--- src/rtl/ow_srch_pkg.sv ---
package ow_srch_pkg;

  typedef enum logic [2:0] {
    S_IDLE,
    S_CMD,
    S_RD_BIT,
    S_RD_CMP,
    S_WRITE,
    S_REPORT,
    S_FINISH
  } srch_state_e;

  typedef enum logic [1:0] {
    ERR_NONE   = 2'd0,
    ERR_NORESP = 2'd1,
    ERR_PASSES = 2'd2
  } srch_err_e;

endpackage

--- src/rtl/ow_crc8.sv ---
module ow_crc8 #(
  parameter int          CRC_W = 8,
  parameter logic [CRC_W-1:0] POLY_R = 8'h8C
) (
  input  logic             clk,
  input  logic             rst_n,
  input  logic             clr,
  input  logic             en,
  input  logic             din,
  output logic [CRC_W-1:0] crc
);
  logic [CRC_W-1:0] crc_q, crc_d;
  logic             fb;

  always_comb begin
    fb    = crc_q[0] ^ din;
    crc_d = crc_q;
    if (clr) begin
      crc_d = '0;
    end else if (en) begin
      crc_d = (crc_q >> 1) ^ (fb ? POLY_R : '0);
    end
  end

  always_ff @(posedge clk or negedge rst_n) begin
    if (!rst_n) crc_q <= '0;
    else        crc_q <= crc_d;
  end

  assign crc = crc_q;
endmodule

--- src/rtl/ow_branch_sel.sv ---
module ow_branch_sel #(
  parameter int POS_W = 6
) (
  input  logic             rd_bit,
  input  logic             rd_cmp,
  input  logic [POS_W-1:0] pos,
  input  logic             prior_vld,
  input  logic [POS_W-1:0] prior_pos,
  input  logic             prev_bit,
  output logic             dir,
  output logic             conflict,
  output logic             no_resp
);
  always_comb begin
    conflict = !rd_bit && !rd_cmp;
    no_resp  = rd_bit && rd_cmp;
    dir      = rd_bit;
    if (conflict) begin
      if (prior_vld && (pos < prior_pos)) dir = prev_bit;
      else                                dir = prior_vld && (pos == prior_pos);
    end
  end
endmodule

--- src/rtl/ow_lim_cnt.sv ---
module ow_lim_cnt #(
  parameter int LIMIT = 5,
  localparam int W = $clog2(LIMIT + 1)
) (
  input  logic clk,
  input  logic rst_n,
  input  logic clr,
  input  logic inc,
  output logic at_lim
);
  logic [W-1:0] cnt_q, cnt_d;

  always_comb begin
    cnt_d = cnt_q;
    if (clr)                   cnt_d = '0;
    else if (inc && !at_lim)   cnt_d = cnt_q + W'(1);
  end

  always_ff @(posedge clk or negedge rst_n) begin
    if (!rst_n) cnt_q <= '0;
    else        cnt_q <= cnt_d;
  end

  assign at_lim = (cnt_q == W'(LIMIT));
endmodule

--- src/rtl/ow_rom_search.sv ---
module ow_rom_search
  import ow_srch_pkg::*;
#(
  parameter int ID_W      = 64,
  parameter int MAX_RETRY = 5,
  parameter int MAX_PASS  = 11,
  localparam int POS_W    = $clog2(ID_W)
) (
  input  logic            clk,
  input  logic            rst_n,
  input  logic            start,
  output logic            busy,
  output logic            done,
  output logic [1:0]      err_code,
  output logic            cmd_req,
  input  logic            cmd_ack,
  output logic            slot_req,
  output logic            slot_wr,
  output logic            slot_wbit,
  input  logic            slot_done,
  input  logic            slot_rbit,
  output logic [ID_W-1:0] id_out,
  output logic            id_valid,
  output logic            id_crc_ok
);
  localparam logic [POS_W-1:0] LAST_POS = POS_W'(ID_W - 1);

  // reset: asynchronous assertion, synchronous release
  logic [1:0] rst_sync_q;
  logic       rst_i;

  always_ff @(posedge clk or negedge rst_n) begin
    if (!rst_n) rst_sync_q <= '0;
    else        rst_sync_q <= {rst_sync_q[0], 1'b1};
  end
  assign rst_i = rst_sync_q[1];

  srch_state_e      state_q, state_d;
  logic [POS_W-1:0] pos_q, pos_d;
  logic             bit_q, bit_d;
  logic             dir_q, dir_d;
  logic [ID_W-1:0]  probed_q, probed_d;
  logic [ID_W-1:0]  prev_q, prev_d;
  logic             pvld_q, pvld_d;
  logic [POS_W-1:0] ppos_q, ppos_d;
  logic             lvld_q, lvld_d;
  logic [POS_W-1:0] lpos_q, lpos_d;
  srch_err_e        err_q, err_d;

  logic       crc_clr, crc_en;
  logic [7:0] crc;
  logic       rty_clr, rty_inc, rty_at_lim;
  logic       pass_clr, pass_inc, pass_at_lim;
  logic       sel_dir, sel_conflict, sel_none;

  ow_branch_sel #(.POS_W(POS_W)) i_sel (
    .rd_bit    (bit_q),
    .rd_cmp    (slot_rbit),
    .pos       (pos_q),
    .prior_vld (pvld_q),
    .prior_pos (ppos_q),
    .prev_bit  (prev_q[pos_q]),
    .dir       (sel_dir),
    .conflict  (sel_conflict),
    .no_resp   (sel_none)
  );

  ow_crc8 i_crc (
    .clk   (clk),
    .rst_n (rst_i),
    .clr   (crc_clr),
    .en    (crc_en),
    .din   (dir_q),
    .crc   (crc)
  );

  ow_lim_cnt #(.LIMIT(MAX_RETRY)) i_rty (
    .clk    (clk),
    .rst_n  (rst_i),
    .clr    (rty_clr),
    .inc    (rty_inc),
    .at_lim (rty_at_lim)
  );

  ow_lim_cnt #(.LIMIT(MAX_PASS - 1)) i_pass (
    .clk    (clk),
    .rst_n  (rst_i),
    .clr    (pass_clr),
    .inc    (pass_inc),
    .at_lim (pass_at_lim)
  );

  always_comb begin
    state_d  = state_q;
    pos_d    = pos_q;
    bit_d    = bit_q;
    dir_d    = dir_q;
    probed_d = probed_q;
    prev_d   = prev_q;
    pvld_d   = pvld_q;
    ppos_d   = ppos_q;
    lvld_d   = lvld_q;
    lpos_d   = lpos_q;
    err_d    = err_q;
    crc_clr  = 1'b0;
    crc_en   = 1'b0;
    rty_clr  = 1'b0;
    rty_inc  = 1'b0;
    pass_clr = 1'b0;
    pass_inc = 1'b0;
    case (state_q)
      S_IDLE: begin
        if (start) begin
          pvld_d   = 1'b0;
          ppos_d   = '0;
          prev_d   = '0;
          pass_clr = 1'b1;
          rty_clr  = 1'b1;
          err_d    = ERR_NONE;
          state_d  = S_CMD;
        end
      end
      S_CMD: begin
        if (cmd_ack) begin
          pos_d    = '0;
          probed_d = '0;
          lvld_d   = 1'b0;
          lpos_d   = '0;
          crc_clr  = 1'b1;
          state_d  = S_RD_BIT;
        end
      end
      S_RD_BIT: begin
        if (slot_done) begin
          bit_d   = slot_rbit;
          state_d = S_RD_CMP;
        end
      end
      S_RD_CMP: begin
        if (slot_done) begin
          if (sel_none) begin
            if (rty_at_lim) begin
              err_d   = ERR_NORESP;
              state_d = S_FINISH;
            end else begin
              rty_inc = 1'b1;
              state_d = S_CMD;
            end
          end else begin
            dir_d = sel_dir;
            if (sel_conflict && !sel_dir) begin
              lvld_d = 1'b1;
              lpos_d = pos_q;
            end
            state_d = S_WRITE;
          end
        end
      end
      S_WRITE: begin
        if (slot_done) begin
          probed_d[pos_q] = dir_q;
          crc_en          = 1'b1;
          if (pos_q == LAST_POS) begin
            state_d = S_REPORT;
          end else begin
            pos_d   = pos_q + POS_W'(1);
            state_d = S_RD_BIT;
          end
        end
      end
      S_REPORT: begin
        prev_d  = probed_q;
        pvld_d  = lvld_q;
        ppos_d  = lpos_q;
        rty_clr = 1'b1;
        if (!lvld_q) begin
          state_d = S_FINISH;
        end else if (pass_at_lim) begin
          err_d   = ERR_PASSES;
          state_d = S_FINISH;
        end else begin
          pass_inc = 1'b1;
          state_d  = S_CMD;
        end
      end
      S_FINISH: state_d = S_IDLE;
      default:  state_d = S_IDLE;
    endcase
  end

  always_ff @(posedge clk or negedge rst_i) begin
    if (!rst_i) begin
      state_q  <= S_IDLE;
      pos_q    <= '0;
      bit_q    <= 1'b0;
      dir_q    <= 1'b0;
      probed_q <= '0;
      prev_q   <= '0;
      pvld_q   <= 1'b0;
      ppos_q   <= '0;
      lvld_q   <= 1'b0;
      lpos_q   <= '0;
      err_q    <= ERR_NONE;
    end else begin
      state_q  <= state_d;
      pos_q    <= pos_d;
      bit_q    <= bit_d;
      dir_q    <= dir_d;
      probed_q <= probed_d;
      prev_q   <= prev_d;
      pvld_q   <= pvld_d;
      ppos_q   <= ppos_d;
      lvld_q   <= lvld_d;
      lpos_q   <= lpos_d;
      err_q    <= err_d;
    end
  end

  assign busy      = (state_q != S_IDLE);
  assign done      = (state_q == S_FINISH);
  assign err_code  = err_q;
  assign cmd_req   = (state_q == S_CMD);
  assign slot_req  = (state_q == S_RD_BIT) || (state_q == S_RD_CMP) || (state_q == S_WRITE);
  assign slot_wr   = (state_q == S_WRITE);
  assign slot_wbit = (state_q == S_WRITE) && dir_q;
  assign id_valid  = (state_q == S_REPORT);
  assign id_out    = probed_q;
  assign id_crc_ok = id_valid && (crc == 8'h00);
endmodule

--- config.mk ---
export PLATFORM = sky130hd
export DESIGN_NAME = ow_rom_search
export DESIGN_NICKNAME = d
export VERILOG_FILES = /design/src/rtl/ow_srch_pkg.sv /design/src/rtl/ow_crc8.sv /design/src/rtl/ow_branch_sel.sv /design/src/rtl/ow_lim_cnt.sv /design/src/rtl/ow_rom_search.sv
export SDC_FILE = /design/constraint.sdc
export NUM_CORES = 1
export LEC_CHECK = 0
export ABC_AREA = 1
export BUFFER_PORTS_ARGS = -buffer_cell sky130_fd_sc_hd__buf_2
export CORE_MARGIN = 2
export CORE_UTILIZATION = 60
export CTS_BUF_LIST = sky130_fd_sc_hd__clkbuf_16
export DETAILED_ROUTE_END_ITERATION = 12
export GPL_ROUTABILITY_DRIVEN = 0
export PLACE_DENSITY = 0.87
export SETUP_SLACK_MARGIN = 0.3
export SYNTH_ARGS = -nofsm -noshare
export SYNTH_HDL_FRONTEND = slang
export SYNTH_SLANG_ARGS = --single-unit
--- constraint.sdc ---
create_clock -name clk -period 7.5 [get_ports clk]
set_clock_uncertainty 0.2 [all_clocks]
set_input_delay 1.875 -clock clk [delete_from_list [all_inputs] [get_ports clk]]
set_output_delay 1.875 -clock clk [all_outputs]
set_load 0.1 [all_outputs]
==> flow_metrics.env <==
export IMPL_power_frac_clock_pct=23.4
export IMPL_clkSinkCount=172
export IMPL_cts_made_buffers=17
export IMPL_stdcell_count=1326
export IMPL_synth_ff_type="dfrtp_1"
export IMPL_synth_warnings=0
export IMPL_cts_max_level=4
export IMPL_synth_cell_types=36
export IMPL_syn_area_per_cell_um2=7.90
export IMPL_rsz0062_at_grt="false"
export IMPL_layout_drive_gt1_share_pct=11.4
export IMPL_path_cells="buf_2 -> inv_1 -> nor2_1 -> nor2_4 -> inv_2 -> nand2_2 -> buf_4 -> o22ai_1"
export IMPL_ir_drop_uv=237
export IMPL_clk_pin_slew_ns=0.06
export IMPL_areaGrowthSynthToFinish_pct=11.4
export IMPL_grt_max_degree=72
export IMPL_cp_buffers_inverters=4
export IMPL_endpoint_kind="flip-flop"
export IMPL_path_class="primary input to flip-flop"
export IMPL_synthCells=1079
export IMPL_p_int_mw=1.79
export IMPL_place_detailed_hpwl_mm=14.7
export IMPL_async_flop_share_pct=100
export IMPL_viasPerCell=5.86
export IMPL_core_um2=13900
export IMPL_io_buffer_count=79
export IMPL_combinationalPowerShare_pct=42.5
export IMPL_worstMarginPinSlew_ns=1.24
export IMPL_setup_viol=0
export IMPL_final_setup_tns_ns=0
export IMPL_cp_top_family="simple AND/OR/NAND/NOR gates"
export IMPL_p_leak_nw=4.74
export IMPL_rows=43
export IMPL_drc=0
export IMPL_cap_viol_max_count=0
export IMPL_tritoncts="built"
export IMPL_cp_data_arrival_time_ns=4.95
export IMPL_drt_wl_total_mm=22.9
export IMPL_ys_ff_latch=172
export IMPL_antenna_found_initial=0
export IMPL_vias=7775
export IMPL_fill_cells=1096
export IMPL_synth_top_area_share_pct=50.5
export IMPL_powerDensity_nw_per_um2=360
export IMPL_globalRouteTotalUtil_pct=31.8
export IMPL_initial_core_util_pct=61.4
export IMPL_cp_slowest_cell="nor2_4"
export IMPL_hold_buffers=0
export IMPL_ant_nets=0
export IMPL_synth_nets=1096
export IMPL_swShare_pct=47.7
export IMPL_fin_nets=1151
export IMPL_path_max_fanout=51
export IMPL_grt_pass1_vias=7389
export IMPL_antenna_cells=0
export IMPL_synth_area_um2=8520
export IMPL_fp_dieW_um=123
export IMPL_die_h_um=123
export IMPL_clkLatencyLatePin_ns=0.43
export IMPL_hold_violations=0
export IMPL_ys_seq_area_share_pct=50.5
export IMPL_grt_pass1_wl_mm=37.1
export IMPL_holdWs_ns=0.154
export IMPL_hold_path_class="flip-flop to flip-flop"
export IMPL_placedCellCount=1295
export IMPL_clk_path_buf_depth=2
export IMPL_yosysTopAreaCell="dfrtp_1"
export IMPL_yosysMostFrequentCell="nand2_1"
export IMPL_power_switching_mw=1.63
export IMPL_synth_area_leaders="dfrtp_1, nand2_1, inv_1, o21ai_0, o22ai_1"
export IMPL_crit_required_ns=7.59
export IMPL_drt_iter0_drc=1005
export IMPL_drt_pass1_iterations=7
export IMPL_cp_start_kind="primary input"
export IMPL_fin_crit_sh_pct=64.8
export IMPL_finalMaxSlewViolations=0
export IMPL_synthTopCellsByCount="nand2_1, dfrtp_1, inv_1"
export IMPL_postCtsSetupRepairBufs=0
export IMPL_io_pins=80
export IMPL_synth_edf_count=0
export IMPL_seqCellArea_um2=4310
export IMPL_multiInputGateArea_um2=3330
export IMPL_cts_resized_gates=0
export IMPL_critPathMaxStageDelay_ns=0.99
export IMPL_cts_root_buf="clkbuf_16"
export IMPL_status="finished clean"
export IMPL_p_seq_share_pct=34.1
export IMPL_slew_headroom_pct=17.1
export IMPL_fmax_mhz=206
export IMPL_min_period_ns=4.86
export IMPL_die_area_um2=15200
export IMPL_drt_wirelength_per_cell_um=17.2
export IMPL_overflow=0
-- metal layers --
metal	wire, um	track usage [%]
met2	10700	49.1
met4	553	12.9
met3	2320	7.47
met5	0	0
met1	9310	43.6
-- power groups by stage --
stage	Sequential, mW	Clock, mW	Combinational, mW
finish	1.16	0.799	1.45
global route	1.18	0.837	1.55
CTS	1.16	0.801	1.44
detailed placement	1.18	0	1.43
global placement	1.17	0	1.41
floorplan	1.55	0	0.759
-- stage by stage --
stage | area (um^2) | worst slack, ns | power (mW) | util (%)
3_5_place_dp | 8980 | 2.27 | 2.61 | 64.7
3_3_place_gp | 8980 | 2.38 | 2.58 | 64.7
2_1_floorplan | 8520 | 2.07 | 2.31 | -
5_1_grt | 9500 | 2.51 | 3.56 | 68.4
6_report | 9500 | 2.64 | 3.42 | 68.4
4_1_cts | 9500 | 2.72 | 3.40 | 68.4
-- state kept, by name, indices dropped and copies added (netlist names), 4 cells and up --
name          count
prev_q           64
i_pass.cnt_q      4
i_crc.crc         8
id_out           64
lpos_q            6
pos_q             6
ppos_q            6
-- cells by family after synthesis --
kind of cell | after synthesis | share of synthesized area, %
xor gates and xnor gates | 3 | 0.308
other | 1 | 0.0440
adders and majority gates | 11 | 1.61
and+or+nand+nor | 412 | 20.2
buffers and inverters | 225 | 10.5
AOI/OAI and AO/OA | 255 | 16.9
DFF | 172 | 50.5
-- cell usage in the layout, fill, tap and decap left out, drive strengths merged --
master      n
a21oi      67
xnor2       1
nand2     248
buf        88
clkinv     12
bufinv      1
ha         11
o22ai      64
nand4       5
a221oi      1
nor2       84
and3        1
nand3      59
clkinvlp    1
a31oi       1
nor3       13
o32ai       1
xor2        2
o21bai      1
conb        1
inv       173
nor3b       1
o211ai      3
o21ai      90
dfrtp     172
clkbuf     17
nor4        1
o31ai      27
-- worst paths after layout --
path | start | end | slack (ns) | cells after the start
setup / recovery | slot_done | id_out[17] | 2.64 | 8
min in group asynchronous | rst_sync_q[1] | prev_q[47] | 0.16 | 0
max in group asynchronous | rst_sync_q[1] | prev_q[52] | 5.66 | 1
hold / removal | rst_sync_q[0] | rst_sync_q[1] | 0.15 | 0
setup reg to reg | state_q[0] | id_out[17] | 2.88 | 8
hold reg to reg | rst_sync_q[0] | rst_sync_q[1] | 0.15 | 0
-- area by class of cell --
class / count / share of cell area, %
flip-flops and latches: 172 / 45.4
multi-input cells: 682 / 35.1
inverters: 173 / 6.84
repair buffers: 88 / 4.88
clock buffers: 17 / 4.48
well taps: 180 / 2.37
clock inverters: 14 / 0.962
(Power assumes the default switching activity.)
